<file path="src/rtl/irq_hub_pkg.sv">
package irq_hub_pkg;

  typedef enum logic [2:0] {
    K_MODE  = 3'd0,
    K_PRIO  = 3'd1,
    K_PEND  = 3'd2,
    K_EN    = 3'd3,
    K_THR   = 3'd4,
    K_CLAIM = 3'd5,
    K_SWI   = 3'd6
  } reg_kind_e;

  // number of bits needed to hold value v (at least 1)
  function automatic int bits_for(int v);
    int r;
    int x;
    r = 0;
    x = v;
    while (x > 0) begin
      r = r + 1;
      x = x >> 1;
    end
    return (r < 1) ? 1 : r;
  endfunction

endpackage

</file>
<file path="src/rtl/irq_gateway.sv">
module irq_gateway (
  input  logic clk,
  input  logic rst_n,
  input  logic req,
  input  logic edge_mode,
  input  logic claim,
  input  logic release_i,
  output logic pending,
  output logic busy
);

  logic req_q;
  logic pending_d;
  logic busy_d;
  logic capture;

  // capture condition depends on mode; busy masks everything
  always_comb begin
    if (edge_mode) begin
      capture = req & ~req_q;
    end else begin
      capture = req;
    end

    pending_d = pending;
    busy_d    = busy;
    if (claim) begin
      pending_d = 1'b0;
      busy_d    = 1'b1;
    end else begin
      if (capture && !busy) begin
        pending_d = 1'b1;
      end
      if (release_i) begin
        busy_d = 1'b0;
      end
    end
  end

  always_ff @(posedge clk or negedge rst_n) begin
    if (!rst_n) begin
      req_q   <= 1'b0;
      pending <= 1'b0;
      busy    <= 1'b0;
    end else begin
      req_q   <= req;
      pending <= pending_d;
      busy    <= busy_d;
    end
  end

endmodule

</file>
<file path="src/rtl/irq_select.sv">
module irq_select #(
  parameter int N_SRC  = 8,
  parameter int PRIO_W = 3,
  parameter int ID_W   = 3
) (
  input  logic [N_SRC-1:0]             pending,
  input  logic [N_SRC-1:0]             enable,
  input  logic [N_SRC-1:0][PRIO_W-1:0] prio,
  input  logic [PRIO_W-1:0]            thresh,
  output logic [ID_W-1:0]              best_id,
  output logic                         active
);

  logic [PRIO_W-1:0] best_prio;

  // ascending scan with strict compare: equal priority keeps the lower ID
  always_comb begin
    best_id   = '0;
    best_prio = '0;
    for (int s = 1; s < N_SRC; s++) begin
      if (pending[s] && enable[s] && (prio[s] > thresh) && (prio[s] > best_prio)) begin
        best_prio = prio[s];
        best_id   = ID_W'(s);
      end
    end
  end

  assign active = (best_id != '0);

endmodule

</file>
<file path="src/rtl/irq_cfg.sv">
module irq_cfg
  import irq_hub_pkg::*;
#(
  parameter int N_SRC  = 8,
  parameter int N_TGT  = 2,
  parameter int PRIO_W = 3,
  parameter int ID_W   = 3,
  parameter int TGT_W  = 1,
  parameter int DATA_W = 3
) (
  input  logic                         clk,
  input  logic                         rst_n,
  input  logic                         wr,
  input  logic [2:0]                   kind,
  input  logic [TGT_W-1:0]             tgt,
  input  logic [ID_W-1:0]              src,
  input  logic [DATA_W-1:0]            wdata,
  input  logic [N_SRC-1:0]             pending,
  input  logic [N_TGT-1:0][ID_W-1:0]   sel_id,
  output logic [N_SRC-1:0]             mode,
  output logic [N_SRC-1:0][PRIO_W-1:0] prio,
  output logic [N_TGT-1:0][N_SRC-1:0]  enable,
  output logic [N_TGT-1:0][PRIO_W-1:0] thresh,
  output logic [N_TGT-1:0]             swi,
  output logic [DATA_W-1:0]            rdata
);

  reg_kind_e kind_e;
  logic      we_mode, we_prio, we_en, we_thr, we_swi;

  logic [N_SRC-1:0]             mode_d;
  logic [N_SRC-1:0][PRIO_W-1:0] prio_d;
  logic [N_TGT-1:0][N_SRC-1:0]  enable_d;
  logic [N_TGT-1:0][PRIO_W-1:0] thresh_d;
  logic [N_TGT-1:0]             swi_d;

  assign kind_e  = reg_kind_e'(kind);
  assign we_mode = wr && (kind_e == K_MODE);
  assign we_prio = wr && (kind_e == K_PRIO);
  assign we_en   = wr && (kind_e == K_EN);
  assign we_thr  = wr && (kind_e == K_THR);
  assign we_swi  = wr && (kind_e == K_SWI);

  // next state: each field is loaded only under its own enable
  always_comb begin
    mode_d   = mode;
    prio_d   = prio;
    enable_d = enable;
    thresh_d = thresh;
    swi_d    = swi;
    if (we_mode) mode_d[src]        = wdata[0];
    if (we_prio) prio_d[src]        = wdata[PRIO_W-1:0];
    if (we_en)   enable_d[tgt][src] = wdata[0];
    if (we_thr)  thresh_d[tgt]      = wdata[PRIO_W-1:0];
    if (we_swi)  swi_d[tgt]         = wdata[0];
  end

  always_ff @(posedge clk or negedge rst_n) begin
    if (!rst_n) begin
      mode   <= '0;
      prio   <= '0;
      enable <= '0;
      thresh <= '0;
      swi    <= '0;
    end else begin
      mode   <= mode_d;
      prio   <= prio_d;
      enable <= enable_d;
      thresh <= thresh_d;
      swi    <= swi_d;
    end
  end

  // read mux
  always_comb begin
    rdata = '0;
    case (kind_e)
      K_MODE:  rdata[0]          = mode[src];
      K_PRIO:  rdata[PRIO_W-1:0] = prio[src];
      K_PEND:  rdata[0]          = pending[src];
      K_EN:    rdata[0]          = enable[tgt][src];
      K_THR:   rdata[PRIO_W-1:0] = thresh[tgt];
      K_CLAIM: rdata[ID_W-1:0]   = sel_id[tgt];
      K_SWI:   rdata[0]          = swi[tgt];
      default: rdata = '0;
    endcase
  end

endmodule

</file>
<file path="src/rtl/irq_hub.sv">
module irq_hub
  import irq_hub_pkg::*;
#(
  parameter int N_SRC    = 8,
  parameter int N_TGT    = 2,
  parameter int MAX_PRIO = 7,
  localparam int ID_W    = bits_for(N_SRC - 1),
  localparam int PRIO_W  = bits_for(MAX_PRIO),
  localparam int TGT_W   = (N_TGT > 1) ? bits_for(N_TGT - 1) : 1,
  localparam int DATA_W  = (PRIO_W > ID_W) ? PRIO_W : ID_W
) (
  input  logic                       clk,
  input  logic                       rst_n,
  input  logic                       reg_wr,
  input  logic                       reg_rd,
  input  logic [2:0]                 reg_kind,
  input  logic [TGT_W-1:0]           reg_tgt,
  input  logic [ID_W-1:0]            reg_src,
  input  logic [DATA_W-1:0]          reg_wdata,
  output logic [DATA_W-1:0]          reg_rdata,
  input  logic [N_SRC-1:1]           src_req,
  output logic [N_TGT-1:0]           irq_o,
  output logic [N_TGT-1:0][ID_W-1:0] irq_id_o,
  output logic [N_TGT-1:0]           swi_o
);

  logic [N_SRC-1:0]             mode;
  logic [N_SRC-1:0][PRIO_W-1:0] prio;
  logic [N_TGT-1:0][N_SRC-1:0]  enable;
  logic [N_TGT-1:0][PRIO_W-1:0] thresh;
  logic [N_SRC-1:0]             pending;
  logic [N_SRC-1:1]             busy_q;
  logic [N_SRC-1:1]             claim_vec;
  logic [N_SRC-1:1]             release_vec;
  logic                         claim_rd;
  logic                         release_wr;
  logic [ID_W-1:0]              claim_id;
  logic [ID_W-1:0]              release_id;

  irq_cfg #(
    .N_SRC (N_SRC),
    .N_TGT (N_TGT),
    .PRIO_W(PRIO_W),
    .ID_W  (ID_W),
    .TGT_W (TGT_W),
    .DATA_W(DATA_W)
  ) u_cfg (
    .clk    (clk),
    .rst_n  (rst_n),
    .wr     (reg_wr),
    .kind   (reg_kind),
    .tgt    (reg_tgt),
    .src    (reg_src),
    .wdata  (reg_wdata),
    .pending(pending),
    .sel_id (irq_id_o),
    .mode   (mode),
    .prio   (prio),
    .enable (enable),
    .thresh (thresh),
    .swi    (swi_o),
    .rdata  (reg_rdata)
  );

  // claim/release decode
  assign claim_rd   = reg_rd && (reg_kind_e'(reg_kind) == K_CLAIM);
  assign release_wr = reg_wr && (reg_kind_e'(reg_kind) == K_CLAIM);
  assign claim_id   = irq_id_o[reg_tgt];
  assign release_id = reg_wdata[ID_W-1:0];

  assign pending[0] = 1'b0;

  for (genvar s = 1; s < N_SRC; s++) begin : g_src
    assign claim_vec[s]   = claim_rd && (claim_id == ID_W'(s));
    assign release_vec[s] = release_wr && (release_id == ID_W'(s)) && busy_q[s];

    irq_gateway u_gw (
      .clk      (clk),
      .rst_n    (rst_n),
      .req      (src_req[s]),
      .edge_mode(mode[s]),
      .claim    (claim_vec[s]),
      .release_i(release_vec[s]),
      .pending  (pending[s]),
      .busy     (busy_q[s])
    );
  end

  for (genvar t = 0; t < N_TGT; t++) begin : g_tgt
    irq_select #(
      .N_SRC (N_SRC),
      .PRIO_W(PRIO_W),
      .ID_W  (ID_W)
    ) u_sel (
      .pending(pending),
      .enable (enable[t]),
      .prio   (prio),
      .thresh (thresh[t]),
      .best_id(irq_id_o[t]),
      .active (irq_o[t])
    );
  end

endmodule

</file>
<file path="config.mk">
export PLATFORM = sky130hd
export DESIGN_NAME = irq_hub
export DESIGN_NICKNAME = d
export VERILOG_FILES = /design/src/rtl/irq_hub_pkg.sv /design/src/rtl/irq_gateway.sv /design/src/rtl/irq_select.sv /design/src/rtl/irq_cfg.sv /design/src/rtl/irq_hub.sv
export SDC_FILE = /design/constraint.sdc
export NUM_CORES = 1
export LEC_CHECK = 0
export ABC_CLOCK_PERIOD_IN_PS = 28300
export BUFFER_PORTS_ARGS = -buffer_cell sky130_fd_sc_hd__buf_2
export CORE_ASPECT_RATIO = 0.8
export CORE_UTILIZATION = 65
export CTS_CLUSTER_SIZE = 25
export DETAILED_ROUTE_END_ITERATION = 7
export GPL_TIMING_DRIVEN = 0
export PLACE_DENSITY_LB_ADDON = 0.15
export SLEW_MARGIN = 20
export SYNTH_ARGS = -nofsm -noshare
export SYNTH_HDL_FRONTEND = slang
export SYNTH_SLANG_ARGS = --single-unit
</file>
<file path="constraint.sdc">
create_clock -name clk -period 28.3 [get_ports clk]
set_clock_uncertainty 0.2 [all_clocks]
set_input_delay 5.66 -clock clk [delete_from_list [all_inputs] [get_ports clk]]
set_output_delay 5.66 -clock clk [all_outputs]
set_load 0.005 [all_outputs]
</file>
==> results of run 1 <==
==> logic make-up (layout without fill, tap and decap cells) <==
family                     after synthesis  after routing  synth area share [%]
and+or+nand+nor                        196            196                  15.6
AOI/OAI and AO/OA                      164            164                  19.7
muxes                                   77             77                  14.5
DFF                                     77             77                  31.3
adders and majority gates               72             72                  14.6
buffers and inverters                   66            113                  4.27
==> stage by stage <==
stage | cell area [sq um] | utilization (%) | power (mW)
floorplan | 6150 | - | 0.228
global placement | 6450 | 70.8 | 0.261
detailed placement | 6480 | 71.1 | 0.271
CTS | 6750 | 74.0 | 0.373
global route | 6760 | 74.2 | 0.397
finish | 6760 | 74.2 | 0.376
==> final timing paths <==
| check | endpoint | cells after the start | slack [ps] |
|---|---|---|---|
| worst max-delay path | reg_rdata[0] | 43 | 10670 |
| worst min-delay path | u_cfg.enable[0] | 1 | 310 |
| worst max register to register | g_src[1].u_gw.pending | 42 | 16510 |
| worst min register to register | u_cfg.enable[0] | 1 | 310 |
| max in group asynchronous | u_cfg.prio[6] | 2 | 22270 |
| min in group asynchronous | g_src[7].u_gw.req_q | 1 | 5060 |
==> state kept, by name, indices dropped and copies added, names as in the netlist <==
signal	flops
u_cfg.prio	24
u_cfg.enable	16
u_cfg.mode	8
g_src.u_gw.busy	7
g_src.u_gw.pending	7
g_src.u_gw.req_q	7
u_cfg.thresh	6
u_cfg.swi	2
==> critical path: cells and delay by family, from the launching register on <==
family / cells / cell delay, ps
compound gates: 16 / 3950
simple gates: 16 / 3500
fa+ha+maj: 7 / 2230
mux: 2 / 850
buf+inv: 2 / 490
flops: 1 / 400
==> metal layers <==
metal | vias up | global-route usage (%) | wire, microns
met4 | 0 | 10.5 | 456
met1 | 2696 | 49.7 | 7510
li1 | 2532 | - | -
met3 | 40 | 11.5 | 2100
met2 | 310 | 59.5 | 8080
met5 | - | 0.476 | 0
==> where the power goes <==
part / switching, mW / leakage, nW / internal (mW) / total (mW)
combinational: 0.0734 / 1.97 / 0.0556 / 0.129
sequential: 0.0210 / 0.970 / 0.124 / 0.145
clock: 0.0437 / 0.123 / 0.0586 / 0.102
==> layout by cell type, fill, tap and decap left out, drive strengths merged, types with 8 or more instances in the layout <==
| cell | n |
|---|---|
| a211oi | 12 |
| a21o | 12 |
| a21oi | 29 |
| a22oi | 16 |
| buf | 39 |
| clkbuf | 26 |
| dfrtp | 77 |
| ha | 72 |
| inv | 42 |
| mux2 | 67 |
| nand2 | 70 |
| nand3 | 30 |
| nand4 | 13 |
| nor2 | 27 |
| nor3 | 12 |
| o211ai | 11 |
| o21a | 8 |
| o21ai | 30 |
==> synthesized netlist by cell type (12+ instances only) <==
master / count
a21o_1: 12
a21oi_1: 29
a22oi_1: 16
clkbuf_1: 17
dfrtp_1: 77
ha_1: 72
inv_1: 42
mux2_2: 67
nand2_1: 70
nand3_1: 29
nand4_1: 13
nor2_1: 27
nor3_1: 12
o21ai_0: 22
==> final cells by class <==
class	count	area share [%]
Clock buffer	9	3.33
Timing Repair Buffer	32	2.74
Inverter	42	2.33
Buffer	24	1.55
Tap cell	115	2.13
Sequential cell	77	28.5
Clock inverter	6	0.611
Multi-Input combinational cell	509	58.8
==> results by group, run 1 <==
Run status
  • Outcome: complete, no violations

STA
  • Final min period: roughly 18000 ps
  • Worst slew pin tran: 1200 ps
  • Slew Limit Fails: 0
  • Fmax: 56.7 MHz
  • Final hold slack: 313 ps
  • RSZ-0062 raised after global routing: no
  • Rel. slew slack: roughly a fifth
  • Final TNS setup: 0 ps
  • Final setup fails: 0
  • Hold Vio Cnt, Final: 0
  • Final Cycle Share: between 60% and 70%
  • Final worst-path setup slack: 10670 ps

Route
  • WL/cell: 22.3 microns
  • Total length of routed wires: roughly 18 mm
  • Initial DRT Pass Iterations: 5
  • Routed vias/inst: 6.85
  • DRC viols: 0
  • Via count: 5578
  • ANT nets after route: 0
  • DRT iter0 DRCs: about 560

Worst hold path
  • Worst Min Path Start: u_cfg.enable[0]
  • Hold Crit Class: flip-flop to flip-flop

Synthesis
  • Top_reg_cell synth: dfrtp_1
  • Post-synth EDFFs: 0
  • FFs w/ async S/R, synth: 100%
  • Syn Nets: around 750
  • Syn Area/Cell: roughly 9.4 sq um
  • Post-Syn Instances: roughly 650
  • Mapped cell area: ~6200 sq um
  • Area contributors post-synth: dfrtp_1, ha_1, mux2_2
  • Share of the synthesized area in the top cell type: 31.3%
  • Part of the Yosys area used for sequential elements: between 30% and 40%
  • Ys Warns: 0
  • Synth unique cells: 66
  • Synth Register Bits: just under 80
  • Most area-hungry cell type in the Yosys netlist: dfrtp_1

Final layout
  • Area of the multi-input gates: approximately 4000 sq um
  • Inserted Diodes: 0
  • Area growth syn-to-layout: 9.93%
  • Share of cells above drive strength 1: between 10% and 20%
  • Sequential cell area: just under 2000 sq um
  • Fin cells: 814
  • Fill cell count: 671
  • # nets final: 788

Worst setup path
  • Start point of the critical path: u_cfg.thresh[4]
  • CP max stage cell: nor3_1
  • Crit-path max cell delay: around 840 ps
  • Cell mode on critical path: ha_1
  • Worst EP arrival: 11770 ps
  • CP Data Required Time: roughly 22000 ps
  • Worst Setup Start Kind: flip-flop
  • Origin of the critical flop-to-flop path: u_cfg.thresh[4]
  • CP Capture Type: output port
  • WS Path Type: flip-flop to output port
  • CP Max Fanout: 10

Flow run
  • Max-cap violations: 0

Global route
  • Total track usage: 37.3%
  • Vias in the first global route: 5213
  • Grt total ovfl: 0
  • First-pass GRT wire length: between 20 and 30 mm
  • Largest net degree at the start of global routing: 50
  • Initial antenna violation count: 0

Clock network
  • Num CTS Buffers: 9
  • CTS tree: built
  • H-tree depth: 3
  • # resized after CTS: 0
  • Clk sinks: 77
  • CTS clk-pin slew, worst paths: ~60 ps
  • Clk Latency, worst-skew pair: 330 ps
  • Clock Path Buffers: 2
  • Post-CTS setup buffers: 0
  • CTS root buf: clkbuf_16
  • # hold bufs at CTS: 0

Floorplanning
  • Die X: 111 microns
  • Die Footprint: ~9900 sq um
  • Io pins: 34
  • Row count: 31
  • Initial Utilization: approximately two thirds
  • Die height: approximately 89 microns
  • Core box area: 9110 sq um

Pwr
  • P per Cell Area: 55.6 nW/um^2
  • Static Leak: a little over 3 nW
  • Worst vdd ir: slightly above 0.00006 V

Placement
  • PortBufs: 31
  • HPWL reported at the end of detailed placement: approximately 14 mm
  • GPL Wtd Cong: roughly 0.98
  • Placed cells: around 800
  • Worst slack, placed: approximately 11000 ps
No activity file was read; power rests on OpenSTA's default activity.
==> inputs of run 2 (changes only) <==
--- a/config.mk
+++ b/config.mk
@@ -5,10 +5,10 @@
 export SDC_FILE = /design/constraint.sdc
 export NUM_CORES = 1
 export LEC_CHECK = 0
-export ABC_CLOCK_PERIOD_IN_PS = 28300
+export ABC_CLOCK_PERIOD_IN_PS = 15100
 export BUFFER_PORTS_ARGS = -buffer_cell sky130_fd_sc_hd__buf_2
 export CORE_ASPECT_RATIO = 0.8
-export CORE_UTILIZATION = 65
+export CORE_UTILIZATION = 57
 export CTS_CLUSTER_SIZE = 25
 export DETAILED_ROUTE_END_ITERATION = 7
 export GPL_TIMING_DRIVEN = 0
==> constraint.sdc (replaced) <==
create_clock -name clk -period 15.1 [get_ports clk]
set_clock_uncertainty 0.2 [all_clocks]
set_input_delay 3.02 -clock clk [delete_from_list [all_inputs] [get_ports clk]]
set_output_delay 3.02 -clock clk [all_outputs]
set_load 0.005 [all_outputs]
==> run 2 against run 1 <==
Sequential power is 86% higher; power up 97%; non-clock buffer count unchanged; cell area rose by 1.4%; routed wire length decreased by 1.2%; critical path depth increased by 1; largest power group unchanged; highest routed layer unchanged.
==> results by group, run 2 (same netlist as run 1, synthesis figures left out) <==
Worst setup path
  • Worst EP arrival: 11100 ps (-670 ps)
  • Origin of the critical flop-to-flop path: u_cfg.thresh[5]
  • Worst Path Buf+Inv: 2 (unchanged)
  • CP top delay family: compound AO/OA/AOI/OAI gates
  • CP Max Fanout: 10 (unchanged)
  • Reg2Reg Setup Slack: 3990 ps (-12520 ps)
  • CP Capture Type: output port
  • CP Data Required Time: 11880 ps (-10560 ps)
  • CP max stage cell: o21ai_0
  • Crit-path max cell delay: 550 ps (-290 ps)
  • Worst flop-to-flop path endpoint: g_src[3].u_gw.pending
  • Worst Setup Start Kind: flip-flop
  • Cell mode on critical path: ha_1
  • WS Path Type: flip-flop to output port
  • R2R cell count: 43 (+2.4%)

Route
  • Routed vias/inst: 6.59 (-3.8%)
  • DRC viols: 0 (unchanged)
  • Initial DRT Pass Iterations: 5 (unchanged)
  • WL/cell: 21.4 microns (-4.2%)
  • Total length of routed wires: 17.9 mm (-1.2%)
  • DRT iter0 DRCs: 583 (+4.3%)
  • Via count: 5533 (-0.81%)
  • ANT nets after route: 0 (unchanged)

Floorplanning
  • Row count: 33 (+6.5%)
  • Core box area: 10400 sq um (+14%)
  • Die height: 94.9 microns (+6.6%)
  • Die Footprint: 11200 sq um (+14%)
  • Die X: 118 microns (+6.7%)
  • Initial Utilization: 59.4% (-8.1 points)
  • Io pins: 34 (unchanged)

Clock network
  • CTS root buf: clkbuf_16
  • H-tree depth: 3 (unchanged)
  • CTS clk-pin slew, worst paths: 60 ps (about the same)
  • # hold bufs at CTS: 0 (unchanged)
  • CTS tree: built
  • Clk Latency, worst-skew pair: 330 ps (about the same)
  • Num CTS Buffers: 9 (unchanged)
  • Clock Path Buffers: 2 (unchanged)
  • Clk sinks: 77 (unchanged)

Placement
  • Placed cells: 824 (+3.1%)
  • PortBufs: 31 (unchanged)
  • Placed Area: 6510 sq um (+0.48%)
  • HPWL reported at the end of detailed placement: 13.8 mm (-0.93%)
  • GPL Wtd Cong: 0.939 (-3.8%)

STA
  • Final TNS setup: 0 ps (unchanged)
  • Final min period: about 14000 ps
  • RSZ-0062 raised after global routing: no
  • Hold Vio Cnt, Final: 0 (unchanged)
  • Worst slew pin tran: 1060 ps (-149 ps)
  • Slew Limit Fails: 0 (unchanged)
  • Final Cycle Share: 94.8%
  • Fmax: 69.8 MHz
  • Rel. slew slack: 29.1% (+10 points)
  • Final setup fails: 0 (unchanged)

Worst hold path
  • Hold path depth: 1 (unchanged)
  • Worst Min Path Start: u_cfg.prio[1]
  • Worst Hold Path EP: u_cfg.prio[1]
  • Hold Crit Class: flip-flop to flip-flop

Pwr
  • Static Leak: 3.10 nW (+1.2%)
  • Internal power: 0.484 mW (+100%)
  • P per Cell Area: 108 nW/um^2 (+94%)
  • Comb pwr share: 32.8% (-1.5 points)
  • Power, Total: 0.740 mW (+97%)
  • Reg power frac: 36.4% (-2.1 points)
  • Sw Share: 34.6% (-2.1 points)
  • Worst vdd ir: 0.0000904 V (+48%)
  • Psw: 0.256 mW (+85%)
  • Clock network fraction of total power: 30.9% (+3.7 points)

Final layout
  • Biggest regs: u_cfg.prio x24, u_cfg.enable x16, u_cfg.mode x8
  • Most frequent cells in the layout: dfrtp_1, ha_1, nand2_1
  • Most common cell after layout, fill and taps aside: dfrtp_1
  • Inserted Diodes: 0 (unchanged)
  • # nets final: 788 (unchanged)
  • Final Util: 66.1% (-8.0 points)
  • Area growth syn-to-layout: 11.5%
  • Max FFs per register: 24 (unchanged)
  • Share of cells above drive strength 1: 20.2% (+0.43 points)
  • Fin cells: 839 (+3.1%)
  • Top reg by flops: u_cfg.prio
  • Fill cell count: 836 (+25%)
  • Post-route cell area: 6860 sq um (+1.4%)

Run status
  • Outcome: complete, no violations

Global route
  • First-pass GRT wire length: 28.2 mm (+0.99%)
  • Vias in the first global route: 5174 (-0.75%)
  • Total track usage: 33.1% (-4.2 points)
  • Initial antenna violation count: 0 (unchanged)
  • Largest net degree at the start of global routing: 54 (+8.0%)
  • Grt total ovfl: 0 (unchanged)

Flow run
  • Max-cap violations: 0 (unchanged)
-- run 2: worst reg2reg max path: cells and delay by family (launching register included) --
family | cells | cell delay [ps]
adder cells (fa/ha/maj) | 7 | 2130
buffers and inverters | 1 | 290
AO/OA/AOI/OAI | 18 | 3940
flip-flops | 1 | 400
AND/OR/NAND/NOR | 15 | 3190
multiplexers | 2 | 840
-- run 2: cell type report --
type	instances	area, sq um	area share, %
clock inverter	5	75.1	1.10
sequential	77	1930	28.1
buffer	24	105	1.53
clock buffer	10	239	3.49
timing repair buffer	32	185	2.70
multi-input combinational	509	3990	58.2
tap	140	175	2.56
inverter	42	158	2.30
-- run 2: stage by stage --
stage          hold WS, ps  setup slack (ps)
2_1_floorplan          268              2780
3_3_place_gp           290              1220
3_5_place_dp           293               957
4_1_cts                306               536
5_1_grt                325              9.98
6_report               308               779
-- run 2: routing by layer --
| layer | global-route usage, % | vias to the layer above | routed length, microns |
|---|---|---|---|
| met1 | 46.4 | 2664 | 7760 |
| met5 | 0 | - | 0 |
| met4 | 11.4 | 0 | 493 |
| li1 | - | 2529 | - |
| met3 | 7.19 | 42 | 1840 |
| met2 | 50.6 | 298 | 7840 |
-- run 2: power by group through the flow --
| stage | Clock (mW) | Sequential, mW | Combinational, mW |
|---|---|---|---|
| after floorplan | 0 | 0.255 | 0.173 |
| after global placement | 0 | 0.269 | 0.219 |
| after detailed placement | 0 | 0.271 | 0.236 |
| after CTS | 0.230 | 0.268 | 0.238 |
| after global routing | 0.239 | 0.272 | 0.275 |
| final | 0.229 | 0.269 | 0.242 |
-- run 2: timing repair --
item / in CTS / in global routing
gates resized for setup: 0 / 3
buffers inserted: 0 / 0
setup endpoints to repair: 0 / 3
-- run 2: worst max path at each step --
stage	startpoint	end	cells past startpoint
6_report	u_cfg.thresh[5]	reg_rdata[0]	44
3_5_place_dp	u_cfg.thresh[5]	reg_rdata[0]	44
4_1_cts	u_cfg.thresh[5]	reg_rdata[0]	44
2_1_floorplan	u_cfg.thresh[1]	reg_rdata[0]	38
3_3_place_gp	u_cfg.thresh[4]	reg_rdata[0]	43
5_1_grt	u_cfg.thresh[5]	reg_rdata[0]	44
